[config.mk]
export PLATFORM = sky130hd
export DESIGN_NAME = seg_xlate
export DESIGN_NICKNAME = d
export VERILOG_FILES = /design/src/rtl/segx_pkg.sv /design/src/rtl/segx_loader.sv /design/src/rtl/segx_cache.sv /design/src/rtl/segx_check.sv /design/src/rtl/seg_xlate.sv
export SDC_FILE = /design/constraint.sdc
export NUM_CORES = 1
export LEC_CHECK = 0
export BUFFER_PORTS_ARGS = -buffer_cell sky130_fd_sc_hd__buf_2
export CAP_MARGIN = 20
export CELL_PAD_IN_SITES_DETAIL_PLACEMENT = 0
export CELL_PAD_IN_SITES_GLOBAL_PLACEMENT = 2
export CORE_MARGIN = 2
export CORE_UTILIZATION = 36
export DETAILED_ROUTE_END_ITERATION = 8
export PLACE_DENSITY_LB_ADDON = 0.1
export SYNTH_ARGS = -nofsm -noshare
export SYNTH_HDL_FRONTEND = slang
export SYNTH_SLANG_ARGS = --single-unit
[constraint.sdc]
create_clock -name clk -period 7.4 [get_ports clk]
set_input_delay 1.48 -clock clk [delete_from_list [all_inputs] [get_ports clk]]
set_output_delay 1.48 -clock clk [all_outputs]
set_load 0.02 [all_outputs]
[src/rtl/segx_pkg.sv]
package segx_pkg;
    localparam int AW = 32;

    // Fault codes reported with a translation result
    localparam logic [1:0] FLT_NONE  = 2'd0;
    localparam logic [1:0] FLT_LIMIT = 2'd1;
    localparam logic [1:0] FLT_TYPE  = 2'd2;
    localparam logic [1:0] FLT_EMPTY = 2'd3;

    // Decoded descriptor as held in a segment register's hidden cache
    typedef struct packed {
        logic          valid;
        logic [AW-1:0] base;
        logic [AW-1:0] limit;
        logic          code;
        logic          wr;
    } seg_ent_t;

    typedef enum logic [1:0] {LS_IDLE, LS_LO, LS_HI} ld_st_e;
endpackage

[src/rtl/segx_loader.sv]
module segx_loader
    import segx_pkg::*;
#(
    parameter int NSEG = 6,
    localparam int RW = $clog2(NSEG)
) (
    input  logic            clk,
    input  logic            rst_n,
    input  logic [1:0]      cur_pl,
    input  logic [AW-1:0]   gdt_base,
    input  logic [AW-1:0]   ldt_base,
    input  logic            ld_valid,
    input  logic [RW-1:0]   ld_reg,
    input  logic [15:0]     ld_sel,
    output logic            ld_ready,
    output logic            ld_done,
    output logic            ld_fault,
    output logic [NSEG-1:0] busy_vec,
    output logic            mem_req,
    output logic [AW-1:0]   mem_addr,
    input  logic            mem_rvalid,
    input  logic [31:0]     mem_rdata,
    output logic            wr_en,
    output logic [RW-1:0]   wr_idx,
    output seg_ent_t        wr_ent
);
    typedef struct packed {
        ld_st_e        st;
        logic [RW-1:0] tgt;
        logic [1:0]    epl;
        logic [AW-1:0] addr;
        logic [31:0]   lo;
        logic          done;
        logic          fault;
    } ld_s_t;

    ld_s_t s_d, s_q;
    logic [19:0] lim20;
    logic        sel_null;
    logic        acc_ok;

    always_comb begin
        s_d      = s_q;
        s_d.done  = 1'b0;
        s_d.fault = 1'b0;
        wr_en    = 1'b0;
        wr_idx   = s_q.tgt;
        wr_ent   = '0;
        sel_null = (ld_sel[15:3] == 13'd0) && !ld_sel[2];
        lim20    = {mem_rdata[19:16], s_q.lo[15:0]};
        acc_ok   = mem_rdata[15] && mem_rdata[12] && (mem_rdata[14:13] >= s_q.epl);
        unique case (s_q.st)
            LS_IDLE: if (ld_valid) begin
                if (sel_null || ld_reg >= RW'(NSEG)) begin
                    s_d.done = 1'b1;
                    if (ld_reg < RW'(2) || ld_reg >= RW'(NSEG)) begin
                        s_d.fault = 1'b1;
                    end else begin
                        wr_en  = 1'b1;
                        wr_idx = ld_reg;
                    end
                end else begin
                    s_d.st   = LS_LO;
                    s_d.tgt  = ld_reg;
                    s_d.epl  = (cur_pl > ld_sel[1:0]) ? cur_pl : ld_sel[1:0];
                    s_d.addr = (ld_sel[2] ? ldt_base : gdt_base)
                             + {{(AW-16){1'b0}}, ld_sel[15:3], 3'b000};
                end
            end
            LS_LO: if (mem_rvalid) begin
                s_d.lo   = mem_rdata;
                s_d.addr = s_q.addr + AW'(4);
                s_d.st   = LS_HI;
            end
            LS_HI: if (mem_rvalid) begin
                s_d.st   = LS_IDLE;
                s_d.done = 1'b1;
                if (acc_ok) begin
                    wr_en        = 1'b1;
                    wr_ent.valid = 1'b1;
                    wr_ent.base  = {mem_rdata[31:24], mem_rdata[7:0], s_q.lo[31:16]};
                    wr_ent.limit = mem_rdata[23] ? {lim20, 12'hFFF} : {12'h000, lim20};
                    wr_ent.code  = mem_rdata[11];
                    wr_ent.wr    = mem_rdata[9] && !mem_rdata[11];
                end else begin
                    s_d.fault = 1'b1;
                end
            end
            default: s_d.st = LS_IDLE;
        endcase
    end

    always_ff @(posedge clk) begin
        if (!rst_n) begin
            s_q <= '{st: LS_IDLE, default: '0};
        end else begin
            s_q <= s_d;
        end
    end

    always_comb begin
        busy_vec = '0;
        if (s_q.st != LS_IDLE) busy_vec[s_q.tgt] = 1'b1;
    end

    assign ld_ready = (s_q.st == LS_IDLE);
    assign mem_req  = (s_q.st != LS_IDLE);
    assign mem_addr = s_q.addr;
    assign ld_done  = s_q.done;
    assign ld_fault = s_q.fault;
endmodule

[src/rtl/segx_cache.sv]
module segx_cache
    import segx_pkg::*;
#(
    parameter int NSEG = 6,
    localparam int RW = $clog2(NSEG)
) (
    input  logic          clk,
    input  logic          rst_n,
    input  logic          wr_en,
    input  logic [RW-1:0] wr_idx,
    input  seg_ent_t      wr_ent,
    input  logic [RW-1:0] rd_idx,
    output seg_ent_t      rd_ent
);
    seg_ent_t ent_d [NSEG];
    seg_ent_t ent_q [NSEG];

    for (genvar g = 0; g < NSEG; g++) begin : g_ent
        always_comb begin
            ent_d[g] = ent_q[g];
            if (wr_en && wr_idx == RW'(g)) ent_d[g] = wr_ent;
        end

        always_ff @(posedge clk) begin
            if (!rst_n) ent_q[g] <= '0;
            else        ent_q[g] <= ent_d[g];
        end
    end

    // Register numbers outside the bank read as empty
    always_comb begin
        rd_ent = '0;
        for (int i = 0; i < NSEG; i++) begin
            if (rd_idx == RW'(i)) rd_ent = ent_q[i];
        end
    end
endmodule

[src/rtl/segx_check.sv]
module segx_check
    import segx_pkg::*;
(
    input  seg_ent_t      ent,
    input  logic [AW-1:0] off,
    input  logic [2:0]    len,
    input  logic          write,
    output logic [AW-1:0] lin,
    output logic          fault,
    output logic [1:0]    code
);
    logic [AW:0] last_byte;

    always_comb begin
        last_byte = {1'b0, off} + (AW+1)'(len) - (AW+1)'(1);
        lin       = ent.base + off;
        if (!ent.valid)                   code = FLT_EMPTY;
        else if (write && !ent.wr)        code = FLT_TYPE;
        else if (last_byte > {1'b0, ent.limit}) code = FLT_LIMIT;
        else                              code = FLT_NONE;
        fault = (code != FLT_NONE);
    end
endmodule

[src/rtl/seg_xlate.sv]
module seg_xlate
    import segx_pkg::*;
#(
    parameter int NSEG = 6,
    localparam int RW = $clog2(NSEG)
) (
    input  logic            clk,
    input  logic            rst_n,
    input  logic [1:0]      cur_pl,
    input  logic [31:0]     gdt_base,
    input  logic [31:0]     ldt_base,
    input  logic            ld_valid,
    input  logic [RW-1:0]   ld_reg,
    input  logic [15:0]     ld_sel,
    output logic            ld_ready,
    output logic            ld_done,
    output logic            ld_fault,
    output logic [NSEG-1:0] seg_busy,
    output logic            mem_req,
    output logic [31:0]     mem_addr,
    input  logic            mem_rvalid,
    input  logic [31:0]     mem_rdata,
    input  logic            xl_valid,
    input  logic [RW-1:0]   xl_reg,
    input  logic [31:0]     xl_off,
    input  logic [2:0]      xl_len,
    input  logic            xl_write,
    output logic            xl_ready,
    output logic            xl_done,
    output logic [31:0]     xl_lin,
    output logic            xl_fault,
    output logic [1:0]      xl_code
);
    typedef struct packed {
        logic          done;
        logic          fault;
        logic [1:0]    code;
        logic [AW-1:0] lin;
    } xo_t;

    logic          wr_en;
    logic [RW-1:0] wr_idx;
    seg_ent_t      wr_ent;
    seg_ent_t      rd_ent;
    logic [AW-1:0] c_lin;
    logic          c_fault;
    logic [1:0]    c_code;
    xo_t           o_d, o_q;

    segx_loader #(.NSEG(NSEG)) u_loader (
        .clk(clk), .rst_n(rst_n), .cur_pl(cur_pl),
        .gdt_base(gdt_base), .ldt_base(ldt_base),
        .ld_valid(ld_valid), .ld_reg(ld_reg), .ld_sel(ld_sel),
        .ld_ready(ld_ready), .ld_done(ld_done), .ld_fault(ld_fault),
        .busy_vec(seg_busy), .mem_req(mem_req), .mem_addr(mem_addr),
        .mem_rvalid(mem_rvalid), .mem_rdata(mem_rdata),
        .wr_en(wr_en), .wr_idx(wr_idx), .wr_ent(wr_ent)
    );

    segx_cache #(.NSEG(NSEG)) u_cache (
        .clk(clk), .rst_n(rst_n), .wr_en(wr_en), .wr_idx(wr_idx),
        .wr_ent(wr_ent), .rd_idx(xl_reg), .rd_ent(rd_ent)
    );

    segx_check u_check (
        .ent(rd_ent), .off(xl_off), .len(xl_len), .write(xl_write),
        .lin(c_lin), .fault(c_fault), .code(c_code)
    );

    always_comb begin
        xl_ready = 1'b1;
        for (int i = 0; i < NSEG; i++) begin
            if (xl_reg == RW'(i) && seg_busy[i]) xl_ready = 1'b0;
        end
    end

    always_comb begin
        o_d       = o_q;
        o_d.done  = xl_valid && xl_ready;
        o_d.fault = 1'b0;
        if (xl_valid && xl_ready) begin
            o_d.fault = c_fault;
            o_d.code  = c_code;
            o_d.lin   = c_lin;
        end
    end

    always_ff @(posedge clk) begin
        if (!rst_n) o_q <= '0;
        else        o_q <= o_d;
    end

    assign xl_done  = o_q.done;
    assign xl_fault = o_q.fault;
    assign xl_code  = o_q.code;
    assign xl_lin   = o_q.lin;
endmodule

## After elaboration in Yosys (flattened, before gate mapping)

Memories as Yosys holds them, arrays and structs flattened.
Cells that the tools add are included.

- Memories kept: 1
- Memory bits (writable): 402
- Bits in registers: 109
- Output and inout port bits: 79

Memories:

| name | words | bits a word | rd ports | clocked after memory_dff | write ports | line | text |
|---|---|---|---|---|---|---|---|
| u_cache.ent_q | 6 | 67 | 6 | 0 | 6 | segx_cache.sv:16 | `seg_ent_t ent_q [NSEG];` |

- Order comparisons: 7
- Mux-type cells: 61
- Eq/ne operators: 16
- Bitwise operators: 7
- Reductions and logical operators: 36
- $add $sub $neg: 5

Operator list:

| kind | count |
|---|---|
| $mux W67 | 21 |
| $mux W39 | 2 |
| $mux W32 | 2 |
| $mux W64 | 1 |
| $pmux W32 S2 | 1 |
| $add A32 B3 Y33 | 1 |
| $gt A33 B32 Y1 | 1 |
| $sub A33 B1 Y33 const B | 1 |
| $add A32 B16 Y32 | 1 |
| $add A32 B3 Y32 const B | 1 |
| $add A32 B32 Y32 | 1 |
| $logic_and A1 B1 Y1 | 19 |
| $mux W1 | 17 |
| $mux W2 | 8 |
| $logic_not A13 Y1 | 1 |
| $eq A3 B2 Y1 const B | 4 |
| $eq A3 B3 Y1 const B | 4 |
| $mux W3 | 4 |
| $ne A2 B2 Y1 const B | 4 |
| $reduce_and A4 Y1 | 2 |
| $eq A3 B1 Y1 const B | 2 |
| $logic_not A3 Y1 | 2 |
| $mux W6 | 1 |
| $or A1 B1 Y1 | 6 |
| 19 further kinds | 25 |

## Logic depth before layout (Yosys ltp)

Gate-level depths: netlist of run 1.

- Depth after elaboration: 14
- Mapped depth: 24

## By module

A second synthesis of run 1 with hierarchy kept.

- Cells, all modules: 3651
- Area total of the unflattened synthesis: 29370.7 um^2

Modules (own cells, without submodules):

| module | area each (um^2) | seq. area each (um^2) | cells each | times used |
|---|---|---|---|---|
| segx_cache | 17712.0 | 8047.7 | 2083 | 1 |
| segx_loader | 5959.5 | 1461.4 | 802 | 1 |
| segx_check | 4177.8 | 0.0 | 602 | 1 |
| seg_xlate | 1521.5 | 720.7 | 164 | 1 |

## Least setup slack after synthesis of run 1

Ideal clock, no wire load.

- Path type: input-to-reg
- Start point: in xl_off[1]
- End point: reg o_q (netlist bit xl_code[0])
- Cell stages on the path: 24
- Arrival time: 5784 ps
- Library setup time: 120 ps
- Path buffers: 0
- Path slack: 1496 ps
- Cells stage by stage: inv_1 > ha_1 > inv_1 > ha_1 > inv_1 > fa_1 > nor2b_4 > o31a_1 > o32a_1 > a22o_4 > a2111oi_4 > nor3_2 > a221o_1 > nor2_1 > xnor2_1 > ha_1 > nand3_1 > nor4_1 > a2111oi_0 > nand2_1 > nor4_1 > or3_1 > a31oi_1 > o31a_1

- Longest elaborated chain between the ends: 6

Ends and longest elaborated chain:

| item | line | text |
|---|---|---|
| from (decl) | seg_xlate.sv:25 | `input logic [31:0] xl_off,` |
| $add A32 B3 Y33 | segx_check.sv:15 | `last_byte = {1'b0, off} + (AW+1)'(len) - (AW+1)'(1);` |
| $sub A33 B1 Y33 | segx_check.sv:15 |  |
| $gt A33 B32 Y1 | segx_check.sv:19 | `else if (last_byte > {1'b0, ent.limit}) code = FLT_LIMIT;` |
| $mux W1 | segx_check.sv:19 |  |
| $mux W2 | segx_check.sv:18 | `else if (write && !ent.wr) code = FLT_TYPE;` |
| $mux W2 | segx_check.sv:17 | `if (!ent.valid) code = FLT_EMPTY;` |
| to (signal assigned) | seg_xlate.sv:89 | `if (!rst_n) o_q <= '0;` |
| to (signal assigned) | seg_xlate.sv:90 | `else o_q <= o_d;` |
| to (decl) | seg_xlate.sv:48 | `xo_t o_d, o_q;` |

Every way passes these cells.
A chain may end at the register's enable or synchronous reset.

## Worst setup path after layout of run 1

Ends and elaborated chain as after synthesis.

==> impl_results.md, run 1 <==
* Period utilization at 81.0%
* Post-Syn Nets at 3,828
* Total grt overflow at 0
* # IOs at 240
* Clock Latency Late Sink at 0.64 ns
* Count of flip-flops with a built-in enable after synthesis at 0
* Worst-Margin Slew at 1.13 ns
* Layout Nets at 3,904
* Crit Path Max Fanout at 4
* Worst IR Drop VDD at 176 µV
* Num rows at 102
* Mapped Cells at 3,547
* Post-route ant nets at 0
* Max_slew headroom at 24.5%
* Hold Fails Final Rpt at 0
* Status: finished, final reports clean
* Cts bufs inserted at 59
* Worst path max stage delay at 0.46 ns
* CP bufs+invs at 4
* Critical path class: input port to flip-flop
* Routed WL at 105,000 µm
* PwrDens at 204 nW/µm²
* Vias in the first global route at 25,100
* First-pass DRT Iterations at 6
* Share of the synthesized area in the top cell type at 35.6%
* DRT iter0 DRCs at 1,812
* Clock Skew at 0.0268 ns
* HP Class: flip-flop to flip-flop
* Worst setup EP type: flip-flop
* Clock Tree Buf Depth at 3
* Area growth syn-to-layout at 13.4%
* Final min period at 5.99 ns
* Most frequent cells in the layout: 840 x nand2_1, 505 x dfxtp_1, 276 x a21boi_1, 236 x buf_2, 159 x o21ai_1
* Area of the multi-input gates at 16,800 µm²
* CTS H-Tree Depth at 2
* Die Y at 285 µm
* Clk sinks at 505
* Setup Buffers After CTS at 0
* Vias at 25,700
* Most common cell after layout, fill and taps aside: nand2_1
* CTS tree: built
* MaxCap Viol Count at 0
* Avg Inst Size Synth at 8.01 µm²
* RSZ-0062 raised after global routing: false
* Yosys reg bits at 505
* Sequential fraction of the synthesis area at 35.6%
* Core area at 77,700 µm²
* Area contributors post-synth: dfxtp_1 36%, nand2_1 11%, a21boi_1 7.3%
* HPWL Detailed at 70,300 µm
* Synth Cell Area at 28,400 µm²
* Initial antenna violation count at 7
* Full die area at 81,100 µm²
* LEAKAGE at 12.4 nW
* GPL Wtd Cong at 0.874
* Layout cells sized above 1 at 13.8%
* Post-synth ARST share at 0%
* Storage element area at 10,100 µm²
* Setup TNS at 0 ns
* Cell family contributing the most delay on the critical path: compound AO/OA/AOI/OAI gates
* Unique masters post-synth at 76
* CP Launch Type: input port
* Resize count post-CTS at 0
* Worst Path Required at 7.98 ns
* First-pass GRT wire length at 158,000 µm
* Main flop type after synthesis: dfxtp_1
* Arr. time, crit path at 6.57 ns
* Clock transition at path regs at 0.06 ns
* Drt drc at 0
* Initial Utilization at 36.5%
* GRT Resource Usage Total at 25.2%
* Leading area contributor after synthesis: dfxtp_1
* Port bufs at 239
* Highest clock rate at 167 MHz
* Die width at 285 µm
* Final core area utilization at 41.4%
* Clock Tree Root: clkbuf_16
* Max-slew violation count at 0
* DR vias/cell at 5.45
* Drt wl/cell at 22.3 µm
* Hold_buf cts at 0
* Setup violators final at 0
* Largest net degree at the start of global routing at 248
* Worst path slowest cell: nor4_1
* YS warnings at 0
* Fillcell total at 7,945
==> metrics by stage <==
step / instances / total power [W] / area, µm² / hold slack, ns / setup slack, ns
6_report: 4710 / 0.00656 / 32200 / 0.448 / 1.41
5_1_grt: 4706 / 0.00683 / 32200 / 0.466 / 0.888
4_1_cts: 4704 / 0.00664 / 32200 / 0.450 / 1.44
3_5_place_dp: 4602 / 0.00370 / 30300 / 0.442 / 0.802
3_3_place_gp: 4602 / 0.00369 / 30300 / 0.436 / 0.801
2_1_floorplan: 3547 / 0.00340 / 28400 / 0.432 / 1.50
==> per-layer routing <==
metal  part of all wire (%)  vias to the layer above  wire (µm)  GRT usage (%)
met5                  0.013                        -         14              0
met4                    1.9                        4       1990           5.74
met3                    4.6                      106       4870           2.64
met2                     49                      643      51800           44.3
met1                     44                    12500      46500           33.2
li1                       -                    12400          -              -
==> worst min-delay path, delay by kind of cell, from the launching register on <==
family             cells  cell delay (ns)
AOI/OAI and AO/OA      1             0.05
DFF                    1             0.30
and+or+nand+nor        1             0.05
==> Yosys cell counts, types with 10 or more instances <==
master / number
nand2_1: 841
dfxtp_1: 505
a21boi_1: 276
clkbuf_1: 181
and2_1: 154
o21ai_1: 154
nor2_1: 134
a21oi_1: 127
ha_1: 117
o21ai_0: 116
nand3_1: 101
inv_1: 78
mux2i_1: 76
mux2_2: 46
mux4_2: 45
xnor2_1: 39
a21boi_0: 38
buf_2: 38
xor2_1: 38
and3_1: 34
buf_1: 34
buf_4: 32
a21o_1: 26
a31oi_1: 26
nor3_1: 24
o21a_1: 19
a211oi_1: 18
nor2b_1: 18
nand4_1: 17
a222oi_1: 15
a22o_1: 15
nor4_1: 14
nand2b_1: 12
o21bai_1: 10
==> logic make-up (layout without fill, tap and decap cells) <==
kind of cell | count (synthesis) | in the layout | share of synthesized area, %
other | 0 | 6 | 0
buffers and inverters | 364 | 481 | 5.40
flip-flops | 505 | 505 | 35.6
XOR/XNOR | 77 | 77 | 2.37
multiplexers | 167 | 167 | 8.07
AND/OR/NAND/NOR | 1385 | 1385 | 21.6
adder cells (fa/ha/maj) | 120 | 120 | 5.37
AO/OA/AOI/OAI | 929 | 929 | 21.6
==> registers in the layout (all words and copies together) (netlist names) <==
| register | count |
|---|---|
| u_cache.ent_q | 396 |
| u_loader.s_q | 23 |
| u_loader.ld_done | 1 |
| u_loader.mem_addr | 32 |
| xl_done | 1 |
| xl_lin | 32 |
| xl_fault | 1 |
| u_loader.ld_fault | 1 |
| u_loader.lim20 | 16 |
| xl_code | 2 |
==> power breakdown <==
group | internal (W) | total, W | leakage (nW) | switching, W
combinational | 0.000321 | 0.000854 | 7.34 | 0.000532
sequential | 0.00275 | 0.00279 | 4.08 | 0.0000339
clock | 0.00172 | 0.00292 | 0.938 | 0.00120
total | 0.00479 | 0.00656 | 12.4 | 0.00177
==> path summary, 6_finish.rpt <==
check | start | end | slack [ns] | cells after the start
worst min-delay path | u_cache.ent_q[1][71] | u_cache.ent_q[1][71] | 0.45 | 2
worst min register to register | u_cache.ent_q[1][71] | u_cache.ent_q[1][71] | 0.45 | 2
worst max register to register | u_cache.ent_q[1][102] | xl_lin[19] | 3.38 | 13
worst max-delay path | xl_off[1] | xl_code[0] | 1.41 | 25
==> area by class of cell <==
class	instances	area share, %
sequential	505	31.4
tap	1040	4.04
multi-input combinational	2678	52.3
clock inverter	10	0.447
clock buffer	92	5.47
antenna	6	0.0466
timing repair buffer	300	5.32
inverter	79	0.921
Power figures use the tool's default switching activity.
==> run 2, diff against run 1 <==
Settings changed: CORE_UTILIZATION 36 to 33.
Clock period 7.4 ns to 5.31 ns, I/O delays scaled along.
==> run 2 against run 1 <==
  * First-iteration DRC count fell by 13%
  * Setup slack worse by 1.2 ns
  * Combinational power increased by 53%
  * Global-route usage down 1.4 points
  * Sequential share of layout area shrank 1.7 points
==> impl_results.md, run 2 (synthesis results as in run 1) <==
* Clk sinks at 505 (unchanged)
* Clock Latency Late Sink at 0.65 ns (was 0.64 ns)
* CTS tree: built (unchanged)
* Min Hold Slack at 0.451 ns (was 0.448 ns)
* Placed Area at 31,900 µm² (was 30,300 µm²)
* Worst R2R Setup Slack at 1.44 ns (was 3.38 ns)
* Period utilization at 96.3%
* PwrDens at 279 nW/µm² (was 204 nW/µm²)
* Crit Path Max Fanout at 3 (was 4)
* Final Cell Area at 34,100 µm² (was 32,200 µm²)
* Vias in the first global route at 25,900 (was 25,100)
* Final Non-Filler Cells at 4,998 (was 4,710)
* First-pass DRT Iterations at 6 (unchanged)
* Layout Nets at 4,079 (was 3,904)
* Initial Utilization at 33.3% (was 36.5%)
* GPL Wtd Cong at 0.852 (was 0.874)
* # IOs at 240 (unchanged)
* Worst Setup SP: xl_off[1] (unchanged)
* Layout cells sized above 1 at 18.3% (was 13.8%)
* Switch share at 27.2% (was 27.0%)
* Drt drc at 0 (unchanged)
* Most common cell after layout, fill and taps aside: nand2_1 (unchanged)
* Worst setup EP type: flip-flop (unchanged)
* Final min period at 5.11 ns
* Port bufs at 239 (unchanged)
* Combinational Power Share at 13.8% (was 13.0%)
* Fillcell total at 8,799 (was 7,945)
* CTS H-Tree Depth at 2 (unchanged)
* Num rows at 107 (was 102)
* Largest net degree at the start of global routing at 200 (was 248)
* Cells after DPL at 4,873 (was 4,602)
* Full die area at 88,400 µm² (was 81,100 µm²)
* Initial antenna violation count at 16 (was 7)
* CP Launch Type: input port (unchanged)
* HP Class: flip-flop to flip-flop (unchanged)
* LEAKAGE at 13.4 nW (was 12.4 nW)
* Pint at 0.00692 W (was 0.00479 W)
* Setup violators final at 0 (unchanged)
* Max_slew headroom at 30.3% (was 24.5%)
* First-pass GRT wire length at 162,000 µm (was 158,000 µm)
* Worst-Margin Slew at 1.04 ns (was 1.13 ns)
* Reg power frac at 40.8% (was 42.4%)
* Worst IR Drop VDD at 262 µV (was 176 µV)
* Top reg by flops: u_cache.ent_q (unchanged)
* P_sw at 0.00259 W (was 0.00177 W)
* Status: finished, final reports clean (unchanged)
* Critical path class: input port to flip-flop (unchanged)
* MaxCap Viol Count at 0 (unchanged)
* Hold Fails Final Rpt at 0 (unchanged)
* Core area at 85,300 µm² (was 77,700 µm²)
* Clock Tree Buf Depth at 3 (unchanged)
* Drt wl/cell at 21.8 µm (was 22.3 µm)
* Arr. time, crit path at 5.63 ns (was 6.57 ns)
* Most frequent cells in the layout: 840 x nand2_1, 505 x dfxtp_1, 276 x a21boi_1, 234 x buf_2, 217 x buf_4 (was 840 x nand2_1, 505 x dfxtp_1, 276 x a21boi_1, 236 x buf_2, 159 x o21ai_1)
* Clock Tree Root: clkbuf_16 (unchanged)
* DRT iter0 DRCs at 1,577 (was 1,812)
* Power after layout at 0.00951 W (was 0.00656 W)
* GRT Resource Usage Total at 23.9% (was 25.2%)
* Cts bufs inserted at 61 (was 59)
* HPWL Detailed at 75,200 µm (was 70,300 µm)
* Vias at 26,300 (was 25,700)
* Max reg flops at 396 (unchanged)
* Clock transition at path regs at 0.05 ns (was 0.06 ns)
* Die width at 297 µm (was 285 µm)
* HP Start: u_cache.ent_q[0][97] (was u_cache.ent_q[1][71])
* Max-slew violation count at 0 (unchanged)
* RSZ-0062 raised after global routing: true (was false)
* Die Y at 297 µm (was 285 µm)
* Area growth syn-to-layout at 19.9% (was 13.4%)
* Routed WL at 109,000 µm (was 105,000 µm)
* Total grt overflow at 0 (unchanged)
* Setup TNS at 0 ns (unchanged)
* RR Startpoint: u_cache.ent_q[0][123] (was u_cache.ent_q[1][102])
* Worst Path Required at 5.83 ns (was 7.98 ns)
* Post-route ant nets at 0 (unchanged)
* Clk pwr share at 45.4% (was 44.6%)
* DR vias/cell at 5.26 (was 5.45)
* Highest clock rate at 196 MHz
* Clock Skew at 0.0260 ns (was 0.0268 ns)
-- run 2: cell types whose count changed in the layout (fill, tap and decap cells not counted), sizes merged --
cell / change
clkinv: +9
bufinv: +2
diode: -1
buf: +173
clkinvlp: +1
-- run 2: layout make-up --
class                           instances  area [µm²]  area share [%]
Multi-Input combinational cell       2678       16900            49.7
Sequential cell                       505       10100            29.7
Timing Repair Buffer                  473        3210            9.43
Clock buffer                           92        1770            5.21
Tap cell                             1144        1430            4.20
Inverter                               79         297           0.871
Clock inverter                         22         285           0.838
Antenna cell                            5        12.5          0.0367
-- run 2: routing by layer --
layer | wire length [µm] | vias to the layer above | GRT usage [%]
met3 | 6200 | 163 | 4.20
li1 | - | 12800 | -
met5 | 144 | - | 0
met1 | 47200 | 12700 | 30.1
met4 | 4010 | 20 | 9.30
met2 | 51500 | 643 | 40.4
-- run 2: final timing paths --
kind / to / cells past startpoint
min: u_cache.ent_q[0][97] / 2
max reg2reg: xl_lin[29] / 18
min reg2reg: u_cache.ent_q[0][97] / 2
max: xl_code[0] / 25
-- run 2: timing repair --
| action | in CTS | in global routing |
|---|---|---|
| resized for setup | 0 | 17 |
| endpoints found under the hold margin | 0 | 0 |
| buffers inserted | 0 | 6 |
| endpoints found under the setup margin | 0 | 2 |
| hold buffers | 0 | 0 |
-- run 2: power groups by stage --
stage | Sequential [W] | Combinational [W] | Clock [W]
global placement | 0.00396 | 0.00127 | 0
finish | 0.00388 | 0.00131 | 0.00432
CTS | 0.00388 | 0.00129 | 0.00442
detailed placement | 0.00396 | 0.00128 | 0
global route | 0.00388 | 0.00144 | 0.00457
floorplan | 0.00397 | 0.000779 | 0
-- run 2: critical path, cell delays in order --
cell,delay [ns]
buf_6,0.08
inv_2,0.03
ha_4,0.25
inv_2,0.03
ha_4,0.15
inv_2,0.05
fa_2,0.22
nor2b_4,0.04
o31a_1,0.25
o32a_1,0.37
a22o_4,0.25
a2111oi_4,0.39
nor3_2,0.11
a221o_1,0.35
nor2_2,0.10
xnor2_1,0.07
ha_1,0.32
nand3_2,0.10
nor4_4,0.06
a2111oi_2,0.29
nand2_1,0.15
nor4_2,0.29
or3_4,0.20
a31oi_4,0.08
o31a_1,0.31
-- run 2: stage by stage --
stage | util [%] | setup WS [ns]
detailed placement | 37.4 | -0.600
finish | 39.9 | 0.196
global placement | 37.4 | -0.530
CTS | 39.8 | 0.0599
floorplan | - | -0.0557
global route | 39.9 | -0.0554
==> run 3, diff against run 2 <==
Settings changed: ABC_AREA from default to 1, CORE_UTILIZATION 33 to 31, SKIP_CTS_REPAIR_TIMING from default to 1, SLEW_MARGIN from default to 20.
==> run 3 against run 2 <==
  * Cell area shrank 6.6%
  * Power rose by 5.7%
  * Synthesized cell count grew 12%
  * Setup slack gained 0.54 ns
  * Critical path depth grew 5
  * Final cell count increased by 6.5%
  * First-iteration DRC count down 0.32%
  * Flip-flop and latch count unchanged
  * Largest power group unchanged
  * Clock power is 6.5% higher
  * Largest cell class unchanged
==> impl_results.md, run 3 <==
* Post-synth ARST share at 0% (unchanged)
* Status: finished, final reports clean (unchanged)
* Sequential fraction of the synthesis area at 37.2% (was 35.6%)
* Most frequent cells in the layout: 875 x nor2_1, 547 x nand2_1, 517 x o21ai_0, 505 x dfxtp_1, 302 x inv_1 (was 840 x nand2_1, 505 x dfxtp_1, 276 x a21boi_1, 234 x buf_2, 217 x buf_4)
* Main combinational cell family by area after synthesis: simple AND/OR/NAND/NOR gates (was compound AO/OA/AOI/OAI gates)
* Mapped Cells at 3,980 (was 3,547)
* Die Y at 300 µm (was 297 µm)
* Main flop type after synthesis: dfxtp_1 (unchanged)
* Reg power frac at 39.4% (was 40.8%)
* Cell with the most instances after synthesis: nor2_1 (was nand2_1)
* Avg Inst Size Synth at 6.83 µm² (was 8.01 µm²)
* Max_slew headroom at 30.9% (was 30.3%)
* Post-Syn Nets at 4,261 (was 3,828)
* Hold Path Sink: u_loader.mem_addr[0] (was u_cache.ent_q[0][97])
* Simple-Gate Fraction of Synth Area at 24.1% (was 21.6%)
* Worst Hold Depth at 2 (unchanged)
* Share of the synthesized area in the top cell type at 37.2% (was 35.6%)
* MaxCap Viol Count at 0 (unchanged)
* Cts bufs inserted at 66 (was 61)
* Synth Area in Compound Gates at 21.9% (was 21.6%)
* Synth Area in XOR/XNOR at 2.00% (was 2.37%)
* # IOs at 240 (unchanged)
* Setup violators final at 0 (unchanged)
* P_sw at 0.00291 W (was 0.00259 W)
* Most common cell after layout, fill and taps aside: nor2_1 (was nand2_1)
* Full die area at 90,000 µm² (was 88,400 µm²)
* Setup slack at placement at 0.138 ns (was -0.600 ns)
* YS warnings at 0 (unchanged)
* Final Cell Area at 31,800 µm² (was 34,100 µm²)
* Area contributors post-synth: dfxtp_1 37%, nor2_1 12%, o21ai_0 9.5% (was dfxtp_1 36%, nand2_1 11%, a21boi_1 7.3%)
* Clock Tree Root: clkbuf_16 (unchanged)
* Num rows at 108 (was 107)
* RSZ-0062 raised after global routing: false (was true)
* Switch share at 28.9% (was 27.2%)
* Post-synthesis adder-cell area fraction at 5.61% (was 5.37%)
* Clock transition at path regs at 0.05 ns (about the same)
* Max-slew violation count at 0 (unchanged)
* First-pass GRT wire length at 169,000 µm (was 162,000 µm)
* Unique masters post-synth at 53 (was 76)
* Highest clock rate at 219 MHz (was 196 MHz)
* DR vias/cell at 5.05 (was 5.26)
* Top reg by flops: u_cache.ent_q (unchanged)
* Worst IR Drop VDD at 217 µV (was 262 µV)
* DRT iter0 DRCs at 1,572 (was 1,577)
* First-pass DRT Iterations at 6 (unchanged)
* Post-synthesis mux area share at 0.258% (was 8.07%)
* HPWL Detailed at 75,200 µm (about the same)
* Diode count at 0 (was 5)
* Final WS setup at 0.740 ns (was 0.196 ns)
* Final min period at 4.57 ns (was 5.11 ns)
* Port bufs at 239 (unchanged)
* CTS tree: built (unchanged)
* LEAKAGE at 13.5 nW (was 13.4 nW)
* Worst setup EP type: flip-flop (unchanged)
* Arr. time, crit path at 5.05 ns (was 5.63 ns)
* Leading area contributor after synthesis: dfxtp_1 (unchanged)
* Initial Utilization at 31.3% (was 33.3%)
* Pint at 0.00715 W (was 0.00692 W)
* Cells on worst reg2reg path at 17 (was 18)
* Hold Fails Final Rpt at 0 (unchanged)
* Placed Area at 29,600 µm² (was 31,900 µm²)
* Combinational Power Share at 14.9% (was 13.8%)
* Vias at 26,900 (was 26,300)
* Yosys reg bits at 505 (unchanged)
* Worst path slowest cell: fa_1 (was a2111oi_4)
* HP Class: flip-flop to flip-flop (unchanged)
* Clk sinks at 505 (unchanged)
* Initial antenna violation count at 4 (was 16)
* GRT Resource Usage Total at 24.5% (was 23.9%)
* Most frequent cells after synthesis: 884 x nor2_1, 550 x nand2_1, 517 x o21ai_0 (was 841 x nand2_1, 505 x dfxtp_1, 276 x a21boi_1)
* RR Startpoint: u_cache.ent_q[1][34] (was u_cache.ent_q[0][123])
* PwrDens at 316 nW/µm² (was 279 nW/µm²)
* Fillcell total at 9,696 (was 8,799)
* Core area at 86,800 µm² (was 85,300 µm²)
* Cell mode on critical path: nand2_1 (was inv_2)
* CP Launch Type: input port (unchanged)
* GPL Wtd Cong at 0.828 (was 0.852)
* Worst R2R Setup Slack at 2.13 ns (was 1.44 ns)
* Worst path max stage delay at 0.41 ns (was 0.39 ns)
* Setup TNS at 0 ns (unchanged)
* Layout Nets at 4,399 (was 4,079)
* Area of the multi-input gates at 14,700 µm² (was 16,900 µm²)
* Final core area utilization at 36.7% (was 39.9%)
* Area growth syn-to-layout at 17.1% (was 19.9%)
* Clock Skew at 0.0185 ns (was 0.0260 ns)
* HP Start: u_loader.mem_addr[0] (was u_cache.ent_q[0][97])
* Crit Path Max Fanout at 3 (unchanged)
* Total grt overflow at 0 (unchanged)
* Worst-Margin Slew at 1.04 ns (about the same)
* Synth Cell Area at 27,200 µm² (was 28,400 µm²)
* Drt drc at 0 (unchanged)
* Worst Path Required at 5.79 ns (was 5.83 ns)
* Storage element area at 10,100 µm² (unchanged)
* Clk pwr share at 45.7% (was 45.4%)
* Critical path class: input port to flip-flop (unchanged)
* Drt wl/cell at 21.0 µm (was 21.8 µm)
* Die width at 300 µm (was 297 µm)
* Reg-to-Reg End: xl_lin[24] (was xl_lin[29])
* Worst Setup SP: xl_off[1] (unchanged)
* Max reg flops at 396 (unchanged)
* CTS H-Tree Depth at 3 (was 2)
* Routed WL at 112,000 µm (was 109,000 µm)
* Layout cells sized above 1 at 11.7% (was 18.3%)
* Clock Latency Late Sink at 0.61 ns (was 0.65 ns)
* Period utilization at 86.1% (was 96.3%)
* Count of flip-flops with a built-in enable after synthesis at 0 (unchanged)
* Vias in the first global route at 26,700 (was 25,900)
* Post-route ant nets at 0 (unchanged)
* Clock Tree Buf Depth at 3 (unchanged)
* Largest net degree at the start of global routing at 201 (was 200)
[run 3: cell types whose count changed after synthesis, moves of 152 or more]
cell,change
a21boi_1,-276
a21oi_1,+168
and2_1,-152
inv_1,+228
nand2_1,-291
nor2_1,+750
o21ai_0,+401
[run 3: worst max-delay path by stage]
stage | to | slack (ns) | cells after the start
3_5_place_dp | xl_fault | 0.14 | 30
3_3_place_gp | xl_fault | 0.09 | 30
4_1_cts | xl_fault | 0.76 | 30
5_1_grt | xl_code[0] | 0.35 | 33
6_report | xl_code[0] | 0.74 | 30
2_1_floorplan | xl_code[0] | 0.82 | 27
[run 3: layout make-up]
class | count | area share, %
Clock inverter | 23 | 0.830
Inverter | 312 | 3.68
Sequential cell | 505 | 31.8
Tap cell | 1155 | 4.54
Multi-Input combinational cell | 2900 | 46.3
Timing Repair Buffer | 333 | 6.79
Clock buffer | 96 | 6.12
[run 3: through the flow]
step | cells | hold slack [ns] | total power [W]
after floorplan | 3980 | 0.424 | 0.00502
after global placement | 5205 | 0.440 | 0.00556
after detailed placement | 5205 | 0.438 | 0.00555
after CTS | 5324 | 0.447 | 0.0102
after global routing | 5324 | 0.472 | 0.0105
final | 5324 | 0.449 | 0.0101
[run 3: logic make-up (layout without fill, tap and decap cells)]
logic type      after synthesis  count (layout)
xor+xnor                     62              62
fa+ha+maj                   120             120
buf+inv                     575             764
simple gates               1643            1643
flops                       505             505
compound gates             1068            1068
mux                           7               7
[run 3: per-layer routing]
metal  routed length (µm)  vias to the layer above  global-route usage [%]
met5                   16                        -                       0
li1                     -                    13500                       -
met3                 5220                      119                    3.32
met4                 2040                        2                    5.70
met2                51500                      584                    41.1
met1                53100                    12700                    33.3
[run 3: worst max-delay path: cells and delay by family]
family | cells | cell delay, ns
AO/OA/AOI/OAI | 6 | 1.26
adder cells (fa/ha/maj) | 4 | 1.10
XOR/XNOR | 1 | 0.16
AND/OR/NAND/NOR | 15 | 1.22
buffers and inverters | 4 | 0.24
[run 3: power groups by stage]
stage / Sequential [W] / Combinational, W / Clock [W]
after detailed placement: 0.00405 / 0.00151 / 0
after floorplan: 0.00406 / 0.000958 / 0
after global routing: 0.00398 / 0.00169 / 0.00486
after global placement: 0.00405 / 0.00151 / 0
after CTS: 0.00396 / 0.00151 / 0.00470
final: 0.00396 / 0.00150 / 0.00460
